## src/rtl/fm_timer_pkg.sv

```systemverilog
package fm_timer_pkg;

  localparam logic [7:0] IDX_TA_HI = 8'h24;
  localparam logic [7:0] IDX_TA_LO = 8'h25;
  localparam logic [7:0] IDX_TB    = 8'h26;
  localparam logic [7:0] IDX_CTRL  = 8'h27;
  localparam logic [7:0] IDX_KEY   = 8'h28;

  typedef struct packed {
    logic [1:0] mode;   // [7:6]
    logic       clr_b;  // [5]
    logic       clr_a;  // [4]
    logic       ien_b;  // [3]
    logic       ien_a;  // [2]
    logic       run_b;  // [1]
    logic       run_a;  // [0]
  } ctrl_t;

  // cycles from start edge to flag for a given counter width, reload, prescale
  function automatic longint ovf_period(int width, int reload, int pre);
    return ((longint'(1) << width) - longint'(reload)) * longint'(pre);
  endfunction

endpackage

```

## src/rtl/fm_reg_port.sv

```systemverilog
module fm_reg_port
  import fm_timer_pkg::*;
(
  input  logic       clk,
  input  logic       rst_n,
  input  logic       we,
  input  logic       a0,
  input  logic [7:0] wdata,
  output logic [7:0] sel,
  output logic       wr_ta_hi,
  output logic       wr_ta_lo,
  output logic       wr_tb,
  output logic       wr_ctrl,
  output logic       wr_key
);

  logic [7:0] sel_q;
  logic       dwr;

  always_ff @(posedge clk) begin
    if (!rst_n)          sel_q <= '0;
    else if (we && !a0)  sel_q <= wdata;
  end

  assign sel      = sel_q;
  assign dwr      = we && a0;
  assign wr_ta_hi = dwr && (sel_q == IDX_TA_HI);
  assign wr_ta_lo = dwr && (sel_q == IDX_TA_LO);
  assign wr_tb    = dwr && (sel_q == IDX_TB);
  assign wr_ctrl  = dwr && (sel_q == IDX_CTRL);
  assign wr_key   = dwr && (sel_q == IDX_KEY);

endmodule

```

## src/rtl/fm_interval_timer.sv

```systemverilog
module fm_interval_timer #(
  parameter int W   = 10,
  parameter int PRE = 4
) (
  input  logic         clk,
  input  logic         rst_n,
  input  logic         start,
  input  logic         run,
  input  logic [W-1:0] reload,
  output logic         ovf
);

  localparam logic [W-1:0] CNT_MAX = {W{1'b1}};

  logic         tick;
  logic [W-1:0] cnt_q;

  generate
    if (PRE > 1) begin : g_pre
      localparam int PW = $clog2(PRE);
      localparam logic [PW-1:0] PRE_LAST = PW'(PRE - 1);
      logic [PW-1:0] pre_q;
      always_ff @(posedge clk) begin
        if (!rst_n)     pre_q <= '0;
        else if (start) pre_q <= '0;
        else if (run)   pre_q <= (pre_q == PRE_LAST) ? '0 : pre_q + 1'b1;
      end
      assign tick = run && !start && (pre_q == PRE_LAST);
    end else begin : g_nopre
      assign tick = run && !start;
    end
  endgenerate

  always_ff @(posedge clk) begin
    if (!rst_n)     cnt_q <= '0;
    else if (start) cnt_q <= reload;
    else if (tick)  cnt_q <= (cnt_q == CNT_MAX) ? reload : cnt_q + 1'b1;
  end

  assign ovf = tick && (cnt_q == CNT_MAX);

endmodule

```

## src/rtl/fm_timer_unit.sv

```systemverilog
module fm_timer_unit
  import fm_timer_pkg::*;
#(
  parameter longint CLK_HZ = 100_000_000,
  parameter int     WA     = 10,
  parameter int     WB     = 8,
  parameter int     PRE_A  = 4,
  parameter int     PRE_B  = 64
) (
  input  logic       clk,
  input  logic       rst_n,
  input  logic       bus_we,
  input  logic       bus_a0,
  input  logic [7:0] bus_wdata,
  output logic [7:0] bus_rdata,
  output logic       irq,
  output logic       mode_ch3,
  output logic       mode_csm,
  output logic [7:0] key_data,
  output logic       key_stb
);

  localparam longint SLOW_A   = ovf_period(WA, 0, PRE_A);
  localparam longint SLOW_B   = ovf_period(WB, 0, PRE_B);
  localparam longint SLOW_LIM = CLK_HZ / 10;
  localparam int     LOW_W    = WA - 8;

  generate
    if (SLOW_A > SLOW_LIM || SLOW_B > SLOW_LIM) begin : g_rate_bad
      $error("timer prescale allows periods longer than a tenth of a second");
    end
  endgenerate

  logic [7:0] sel_idx;
  logic       wr_ta_hi, wr_ta_lo, wr_tb, wr_ctrl, wr_key;
  ctrl_t      wctl;

  fm_reg_port u_port (
    .clk(clk), .rst_n(rst_n), .we(bus_we), .a0(bus_a0), .wdata(bus_wdata),
    .sel(sel_idx), .wr_ta_hi(wr_ta_hi), .wr_ta_lo(wr_ta_lo), .wr_tb(wr_tb),
    .wr_ctrl(wr_ctrl), .wr_key(wr_key)
  );

  assign wctl = ctrl_t'(bus_wdata);

  logic [7:0]       ta_hi_q;
  logic [LOW_W-1:0] ta_lo_q;
  logic [WB-1:0]    tb_q;
  logic             run_a, run_b, en_a, en_b;
  logic [1:0]       mode_q;
  logic             flag_a, flag_b;
  logic [7:0]       key_q;
  logic             stb_q;

  always_ff @(posedge clk) begin
    if (!rst_n) begin
      ta_hi_q <= '0;
      ta_lo_q <= '0;
      tb_q    <= '0;
      run_a   <= 1'b0;
      run_b   <= 1'b0;
      en_a    <= 1'b0;
      en_b    <= 1'b0;
      mode_q  <= '0;
      key_q   <= '0;
      stb_q   <= 1'b0;
    end else begin
      stb_q <= wr_key;
      if (wr_ta_hi) ta_hi_q <= bus_wdata;
      if (wr_ta_lo) ta_lo_q <= bus_wdata[LOW_W-1:0];
      if (wr_tb)    tb_q    <= bus_wdata[WB-1:0];
      if (wr_key)   key_q   <= bus_wdata;
      if (wr_ctrl) begin
        run_a  <= wctl.run_a;
        run_b  <= wctl.run_b;
        en_a   <= wctl.ien_a;
        en_b   <= wctl.ien_b;
        mode_q <= wctl.mode;
      end
    end
  end

  logic start_a, start_b, ovf_a, ovf_b, clr_a, clr_b;

  assign start_a = wr_ctrl && wctl.run_a && !run_a;
  assign start_b = wr_ctrl && wctl.run_b && !run_b;
  assign clr_a   = wr_ctrl && wctl.clr_a;
  assign clr_b   = wr_ctrl && wctl.clr_b;

  fm_interval_timer #(.W(WA), .PRE(PRE_A)) u_tmr_a (
    .clk(clk), .rst_n(rst_n), .start(start_a), .run(run_a),
    .reload({ta_hi_q, ta_lo_q}), .ovf(ovf_a)
  );

  fm_interval_timer #(.W(WB), .PRE(PRE_B)) u_tmr_b (
    .clk(clk), .rst_n(rst_n), .start(start_b), .run(run_b),
    .reload(tb_q), .ovf(ovf_b)
  );

  always_ff @(posedge clk) begin
    if (!rst_n) begin
      flag_a <= 1'b0;
      flag_b <= 1'b0;
    end else begin
      if (clr_a)      flag_a <= 1'b0;
      else if (ovf_a) flag_a <= 1'b1;
      if (clr_b)      flag_b <= 1'b0;
      else if (ovf_b) flag_b <= 1'b1;
    end
  end

  assign bus_rdata = {6'b0, flag_b, flag_a};
  assign irq       = (flag_a && en_a) || (flag_b && en_b);
  assign mode_ch3  = mode_q[0];
  assign mode_csm  = mode_q[1];
  assign key_data  = key_q;
  assign key_stb   = stb_q;

endmodule

```

## config.mk

```make
export PLATFORM = sky130hd
export DESIGN_NAME = fm_timer_unit
export DESIGN_NICKNAME = d
export VERILOG_FILES = /design/src/rtl/fm_timer_pkg.sv /design/src/rtl/fm_reg_port.sv /design/src/rtl/fm_interval_timer.sv /design/src/rtl/fm_timer_unit.sv
export SDC_FILE = /design/constraint.sdc
export NUM_CORES = 1
export LEC_CHECK = 0
export CORE_AREA = 2 2 79 81
export CTS_CLUSTER_SIZE = 10
export DETAILED_ROUTE_END_ITERATION = 8
export DIE_AREA = 0 0 81 83
export PLACE_DENSITY = 0.8
export SYNTH_ARGS = -nofsm -noshare
export SYNTH_HDL_FRONTEND = slang
export SYNTH_SLANG_ARGS = --single-unit
```

## constraint.sdc

```tcl
create_clock -name clk -period 3.03 [get_ports clk]
set_clock_uncertainty 0.2 [all_clocks]
set_input_delay 0.4545 -clock clk [delete_from_list [all_inputs] [get_ports clk]]
set_output_delay 0.4545 -clock clk [all_outputs]
set_load 0.005 [all_outputs]
```

==> results of run 1 <==
-- worst max-delay path: stages, from the launching register on --
cell,delay [ns]
sky130_fd_sc_hd__dfxtp_1,0.32
sky130_fd_sc_hd__or4b_4,0.65
sky130_fd_sc_hd__or4_1,0.69
sky130_fd_sc_hd__a2111o_1,0.48
sky130_fd_sc_hd__a221oi_2,0.25
-- worst min path at each step --
stage                        from  depth (start not counted)                to
after floorplan           tb_q[7]                          2  u_tmr_b.cnt_q[7]
after global placement    tb_q[5]                          2  u_tmr_b.cnt_q[5]
after detailed placement  tb_q[5]                          2  u_tmr_b.cnt_q[5]
after CTS                 tb_q[5]                          2  u_tmr_b.cnt_q[5]
after global routing      tb_q[5]                          2  u_tmr_b.cnt_q[5]
final                     tb_q[5]                          2  u_tmr_b.cnt_q[5]
-- registers in the layout, summed over array words and instances, names as in the netlist, 2 cells and up --
name                 count
u_tmr_a.cnt_q           10
key_data                 8
ta_hi_q                  8
tb_q                     8
u_port.sel               8
u_tmr_b.cnt_q            8
u_tmr_b.g_pre.pre_q      6
mode_q                   2
ta_lo_q                  2
u_tmr_a.g_pre.pre_q      2
-- kinds of logic after synthesis --
| kind of cell | Yosys count | synth area share, % |
|---|---|---|
| AO/OA/AOI/OAI | 59 | 13.1 |
| XOR/XNOR | 4 | 1.07 |
| buffers and inverters | 32 | 4.67 |
| multiplexers | 43 | 13.2 |
| adder cells (fa/ha/maj) | 4 | 1.53 |
| other | 1 | 0.115 |
| AND/OR/NAND/NOR | 147 | 24.1 |
| flip-flops | 69 | 42.3 |
-- placed cells by master, fill, tap and decap left out, drive strengths merged, types with 11 or more instances in the layout --
master	n
nand2	21
nor2	55
mux2i	42
nor3	12
clkbuf	11
o21ai	11
clkdlybuf4s50	25
nand3	11
dfxtp	69
buf	12
-- layer usage --
layer	global-route usage [%]	part of all wire, %	wire length, um
met5	0	0	0
met4	13.1	3.2	249
met2	36.4	46	3580
met1	31.8	46	3570
met3	3.80	4.5	345
-- through the flow --
stage / hold WS (ns) / instance area, um^2 / cells
final: 0.277 / 3800 / 469
after CTS: 0.272 / 3800 / 469
after global routing: 0.305 / 3800 / 469
after global placement: 0.252 / 3610 / 453
after floorplan: 0.240 / 3290 / 364
after detailed placement: 0.263 / 3610 / 453
-- layout make-up --
| type | instances | area, um^2 |
|---|---|---|
| Clock buffer | 11 | 151 |
| Clock inverter | 5 | 33.8 |
| Fill cell | 509 | 2020 |
| Inverter | 9 | 33.8 |
| Multi-Input combinational cell | 263 | 1750 |
| Sequential cell | 69 | 1380 |
| Tap cell | 75 | 93.8 |
| Timing Repair Buffer | 37 | 353 |
-- power groups by stage --
| stage | combinational (mW) | sequential (mW) | clock (mW) |
|---|---|---|---|
| 6_report | 0.0757 | 0.918 | 0.694 |
| 3_3_place_gp | 0.0741 | 0.938 | 0 |
| 4_1_cts | 0.0758 | 0.918 | 0.701 |
| 2_1_floorplan | 0.0441 | 0.935 | 0 |
| 5_1_grt | 0.0815 | 0.918 | 0.737 |
| 3_5_place_dp | 0.0755 | 0.939 | 0 |
==> results_tabular.tex, run 1 <==
\begin{tabular}{lr}
\hline
Metric & Value \\
\hline
\multicolumn{2}{l}{\textbf{Global routing}} \\
Gr ovfl total & 0 \\
Via count of the first global-routing pass & 2,616 \\
Antenna violations before repair & 0 \\
Overall fraction of global-route tracks in use & 23.8\% \\
Global-route wire length before repair & between 10 and 15 mm \\
Pin count of the biggest net entering global routing & 41 \\
\multicolumn{2}{l}{\textbf{Drt}} \\
Total detailed-routing wirelength & 7.74 mm \\
First-pass iteration count of the detailed router & 5 \\
Final routed DRC violation total & 0 \\
Routed WL per cell & 16.5 um \\
Routed via count & between 2,000 and 3,000 \\
Mean number of vias per cell & 6.07 \\
Final ANT Viol Nets & 0 \\
Initial DRC count & 147 \\
\multicolumn{2}{l}{\textbf{CTS}} \\
CTS H-tree depth & 3 \\
Clock tree from TritonCTS & built \\
Clock tree root buffer cell & sky130\_fd\_sc\_hd\_\_clkbuf\_8 \\
Hold buffers post-CTS & 0 \\
Total CTS buffers & 9 \\
Quantity of gates resized following cts & 0 \\
Number of clock sinks & 69 \\
Max Buffers Root-to-Sink & 2 \\
Post-CTS setup buffer count & 0 \\
Clock-pin slew reported for the worst setup and hold paths after clock tree synthesis & 0.08 ns \\
Later-pin clock latency in the skew report & 0.34 ns \\
\multicolumn{2}{l}{\textbf{Synth}} \\
Most frequent cell after synthesis & sky130\_fd\_sc\_hd\_\_dfxtp\_1 \\
Syn Inst Count & 359 \\
Proportion of netlist area held by the largest area contributor & 42.3\% \\
Warnings, synthesis & 0 \\
Area leader, netlist & sky130\_fd\_sc\_hd\_\_dfxtp\_1 \\
Most used flip-flop cell after synthesis & sky130\_fd\_sc\_hd\_\_dfxtp\_1 \\
Most instantiated cells after synthesis & sky130\_fd\_sc\_hd\_\_dfxtp\_1, sky130\_fd\_sc\_hd\_\_nor2\_1, sky130\_fd\_sc\_hd\_\_mux2i\_1 \\
Share of flip-flops with an asynchronous set or reset & 0\% \\
Largest cells by area after synthesis & sky130\_fd\_sc\_hd\_\_dfxtp\_1, sky130\_fd\_sc\_hd\_\_mux2i\_1, sky130\_fd\_sc\_hd\_\_nor2\_1, sky130\_fd\_sc\_hd\_\_nand2\_1, sky130\_fd\_sc\_hd\_\_buf\_4 \\
Synthesized area divided by synthesized cell count & 9.10 um\^{}2 \\
Total of flip-flops plus latches after synthesis & 69 \\
Cell variety after synth & 57 \\
Combined area of all synthesized cells & 0.00327 mm\^{}2 \\
Share of synthesized area occupied by flip-flops and latches & 42.3\% \\
Number of synthesized flops with an enable pin & 0 \\
\multicolumn{2}{l}{\textbf{Timing}} \\
Number of max-slew violations in the final report & 0 \\
Min Clock Period, post-route & 2.67 ns \\
Tightest Pin Transition & 0.643 ns \\
Period utilisation layout & 88.3\% \\
Slew margin rel. & a little under three fifths \\
TNS Setup & 0 ns \\
Setup repair after global routing missed its margin & no \\
Final Hold Violating Endpoints & 0 \\
Setup ws final & 0.355 ns \\
Maximum clock frequency & roughly 0.37 GHz \\
Final setup violating endpoints & 0 \\
\multicolumn{2}{l}{\textbf{Worst setup path}} \\
Launch point of the critical path & u\_port.sel[7] \\
Terminus of the critical flop-to-flop path & u\_tmr\_a.cnt\_q[8] \\
CP max FO & 12 \\
Path type of the worst setup path & flip-flop to flip-flop \\
Required time at the worst-slack endpoint & 3.08 ns \\
R2r setup slk & 0.36 ns \\
End point of the critical path & u\_tmr\_a.cnt\_q[8] \\
Worst reg2reg path depth & 4 \\
Beginning of the worst register-to-register path & u\_port.sel[7] \\
Crit path DAT & 2.73 ns \\
Critical Path Source Type & flip-flop \\
Endpoint class of the critical path & flip-flop \\
\multicolumn{2}{l}{\textbf{Die}} \\
Floorplan die height & 83 um \\
Die Area & 0.00672 mm\^{}2 \\
\# IOs & 32 \\
Floorplan die width & 81 um \\
Total core area & between 0.005 and 0.006 mm\^{}2 \\
Number of standard-cell rows in the floorplan & 28 \\
Effective utilization at floorplan & 56.2\% \\
\multicolumn{2}{l}{\textbf{Placement}} \\
Placer's final routability congestion estimate & 0.906 \\
Detailed placement HPWL & 5.41 mm \\
IO Port Bufs & 25 \\
Setup WS pre-CTS & 0.254 ns \\
\multicolumn{2}{l}{\textbf{Power and ir drop}} \\
Overall power consumption & 1.69 mW \\
Internal power summed over all cells & 1.28 mW \\
Net Switching & 0.404 mW \\
Part of the total power dissipated in the clock network & about two fifths \\
Worst VDD drop & 0.000415 V \\
Sequential fraction of design power & 54.4\% \\
Cell area power density & 444 mW/mm\^{}2 \\
Switching Fraction & 23.9\% \\
Leakage component of the power & 1.35 nW \\
Relative contribution of combinational cells to total power & 4.5\% \\
\multicolumn{2}{l}{\textbf{Finish}} \\
Post-synthesis to final-layout area growth & 16.3\% \\
\# nets final & just over 400 \\
Fraction of final layout cells with drive strength greater than 1 & approximately 11\% \\
Antenna diodes & 0 \\
Final Core Density & around two thirds \\
\multicolumn{2}{l}{\textbf{Status}} \\
Outcome & completed \\
\multicolumn{2}{l}{\textbf{Min path}} \\
Worst min-delay path category & flip-flop to flip-flop \\
\multicolumn{2}{l}{\textbf{Flow run}} \\
Max-Cap Viols & 0 \\
\hline
\end{tabular}
No activity file was read; power rests on OpenSTA's default activity.
==> inputs of run 2 (changes only) <==
CORE_AREA = 2 2 78 80   (was 2 2 79 81)
CTS_BUF_LIST = sky130_fd_sc_hd__clkbuf_4 sky130_fd_sc_hd__clkbuf_8   (was default)
DIE_AREA = 0 0 80 82   (was 0 0 81 83)
PLACE_DENSITY = 0.82   (was 0.8)
==> results_tabular.tex, run 2 (synthesis results as in run 1) <==
\begin{tabular}{lr}
\hline
Metric & Value \\
\hline
\multicolumn{2}{l}{\textbf{Status}} \\
Outcome & completed \\
\multicolumn{2}{l}{\textbf{Finish}} \\
Most flop-heavy register & u\_tmr\_a.cnt\_q \\
Post-synthesis to final-layout area growth & 17.7\% \\
Number of flip-flops under the largest register name & 10 \\
Commonest cells after routing, fill and taps aside & sky130\_fd\_sc\_hd\_\_dfxtp\_1, sky130\_fd\_sc\_hd\_\_nor2\_1, sky130\_fd\_sc\_hd\_\_mux2i\_1, sky130\_fd\_sc\_hd\_\_clkdlybuf4s50\_1, sky130\_fd\_sc\_hd\_\_nand2\_1 \\
Fraction of final layout cells with drive strength greater than 1 & 10.9\% \\
\# nets final & about 410 \\
Most common cell after layout, fill and taps aside & sky130\_fd\_sc\_hd\_\_dfxtp\_1 \\
Antenna diodes & 0 \\
Fillers & 435 \\
\multicolumn{2}{l}{\textbf{Timing}} \\
Min Clock Period, post-route & 2.70 ns \\
Maximum clock frequency & 0.370 GHz \\
Period utilisation layout & 89.2\% \\
Setup repair after global routing missed its margin & no \\
TNS Setup & 0 ns \\
Tightest Pin Transition & 0.664 ns \\
Final setup violating endpoints & 0 \\
Number of max-slew violations in the final report & 0 \\
Final Hold Violating Endpoints & 0 \\
Slew margin rel. & 55.1\% \\
\multicolumn{2}{l}{\textbf{CTS}} \\
Quantity of gates resized following cts & 0 \\
Number of clock sinks & 69 \\
Post-CTS setup buffer count & 0 \\
Hold buffers post-CTS & 0 \\
Total CTS buffers & 9 \\
Later-pin clock latency in the skew report & 0.35 ns \\
Max Buffers Root-to-Sink & 2 \\
Clock tree root buffer cell & sky130\_fd\_sc\_hd\_\_clkbuf\_8 \\
Clock tree from TritonCTS & built \\
Clock-pin slew reported for the worst setup and hold paths after clock tree synthesis & 0.08 ns \\
CTS H-tree depth & 3 \\
\multicolumn{2}{l}{\textbf{Drt}} \\
Total detailed-routing wirelength & 8.07 mm \\
Routed via count & 2,861 \\
Mean number of vias per cell & 6.10 \\
Initial DRC count & 287 \\
Final ANT Viol Nets & 0 \\
Routed WL per cell & 17.2 um \\
Final routed DRC violation total & 0 \\
First-pass iteration count of the detailed router & 6 \\
\multicolumn{2}{l}{\textbf{Placement}} \\
IO Port Bufs & 25 \\
Detailed placement HPWL & between 5 and 6 mm \\
Placer's final routability congestion estimate & 0.863 \\
\multicolumn{2}{l}{\textbf{Worst setup path}} \\
Path type of the worst setup path & flip-flop to flip-flop \\
Worst reg2reg path depth & 4 \\
Crit path DAT & 2.77 ns \\
End point of the critical path & u\_tmr\_a.cnt\_q[8] \\
CP max FO & 12 \\
R2r setup slk & approximately 0.33 ns \\
Beginning of the worst register-to-register path & u\_port.sel[7] \\
Required time at the worst-slack endpoint & a little over 3 ns \\
Critical Path Source Type & flip-flop \\
Launch point of the critical path & u\_port.sel[7] \\
Terminus of the critical flop-to-flop path & u\_tmr\_a.cnt\_q[8] \\
Endpoint class of the critical path & flip-flop \\
\multicolumn{2}{l}{\textbf{Die}} \\
Floorplan die width & 80 um \\
\# IOs & 32 \\
Total core area & 0.00575 mm\^{}2 \\
Effective utilization at floorplan & about 57\% \\
Die Area & approximately 0.0066 mm\^{}2 \\
Number of standard-cell rows in the floorplan & 28 \\
Floorplan die height & 82 um \\
\multicolumn{2}{l}{\textbf{Power and ir drop}} \\
Internal power summed over all cells & 1.49 mW \\
Sequential fraction of design power & 48.0\% \\
Leakage component of the power & 1.37 nW \\
Cell area power density & 498 mW/mm\^{}2 \\
Net Switching & $\sim$0.42 mW \\
Switching Fraction & 22.0\% \\
Part of the total power dissipated in the clock network & 48.0\% \\
Worst VDD drop & between 0.0004 and 0.0005 V \\
Overall power consumption & about 1.9 mW \\
Relative contribution of combinational cells to total power & 4.0\% \\
\multicolumn{2}{l}{\textbf{Global routing}} \\
Antenna violations before repair & 0 \\
Gr ovfl total & 0 \\
Global-route wire length before repair & about 13 mm \\
Via count of the first global-routing pass & approximately 2,600 \\
Overall fraction of global-route tracks in use & 25.8\% \\
Pin count of the biggest net entering global routing & 34 \\
\multicolumn{2}{l}{\textbf{Min path}} \\
Worst min-delay path category & flip-flop to flip-flop \\
\multicolumn{2}{l}{\textbf{Flow run}} \\
Max-Cap Viols & 0 \\
\hline
\end{tabular}
==> run 2: cell count changes in the layout (fill, tap and decap cells not counted), sizes merged <==
cell,previous run,this run
bufinv,0,3
clkbuf,11,9
clkinvlp,2,0
inv,10,11
==> run 2: how the worst min path moves through the flow <==
stage            start               end  slack (ns)  cells past startpoint
2_1_floorplan  tb_q[7]  u_tmr_b.cnt_q[7]        0.24                      2
5_1_grt        tb_q[7]  u_tmr_b.cnt_q[7]        0.31                      2
6_report       tb_q[5]  u_tmr_b.cnt_q[5]        0.29                      2
3_5_place_dp   tb_q[5]  u_tmr_b.cnt_q[5]        0.27                      2
4_1_cts        tb_q[5]  u_tmr_b.cnt_q[5]        0.28                      2
3_3_place_gp   tb_q[5]  u_tmr_b.cnt_q[5]        0.25                      2
==> run 2: area by class of cell <==
type	count	area (um^2)	area share (%)
repair buffers	37	340	8.85
inverters	9	33.8	0.878
flip-flops and latches	69	1380	35.9
clock inverters	7	121	3.16
clock buffers	9	124	3.22
multi-input cells	263	1750	45.5
well taps	75	93.8	2.44
==> run 2: through the flow <==
stage	setup slack [ns]	std cells	instance area, um^2	util (%)	hold WS [ns]
global placement	0.354	453	3600	62.7	0.253
detailed placement	0.254	453	3600	62.7	0.265
finish	0.326	469	3850	66.9	0.292
floorplan	0.600	364	3290	-	0.240
global route	0.256	469	3850	66.9	0.309
CTS	0.330	469	3850	66.9	0.280
==> run 2: critical path: stages (launching register included) <==
cell	delay, ns
sky130_fd_sc_hd__dfxtp_1	0.33
sky130_fd_sc_hd__or4b_4	0.66
sky130_fd_sc_hd__or4_1	0.70
sky130_fd_sc_hd__a2111o_1	0.49
sky130_fd_sc_hd__a221oi_2	0.24
==> run 2: power by group through the flow <==
stage	combinational, mW	clock, mW	sequential, mW
6_report	0.0769	0.919	0.919
5_1_grt	0.0827	0.954	0.919
4_1_cts	0.0760	0.927	0.918
3_5_place_dp	0.0754	0	0.939
3_3_place_gp	0.0743	0	0.939
2_1_floorplan	0.0441	0	0.935
==> run 2: layer usage <==
metal  routed length, um  global-route usage, %  up-vias
li1                    -                      -     1372
met1                3580                   33.0     1357
met2                3850                   42.2      116
met3                 438                   4.07       16
met4                 205                   13.6        0
met5                   0                      0        -
==> inputs of run 3 (changes only) <==
CTS_CLUSTER_SIZE = default   (was 10)
==> results of run 3 <==
Same layout as run 2: the final DEF is identical, and so are final timing and power.
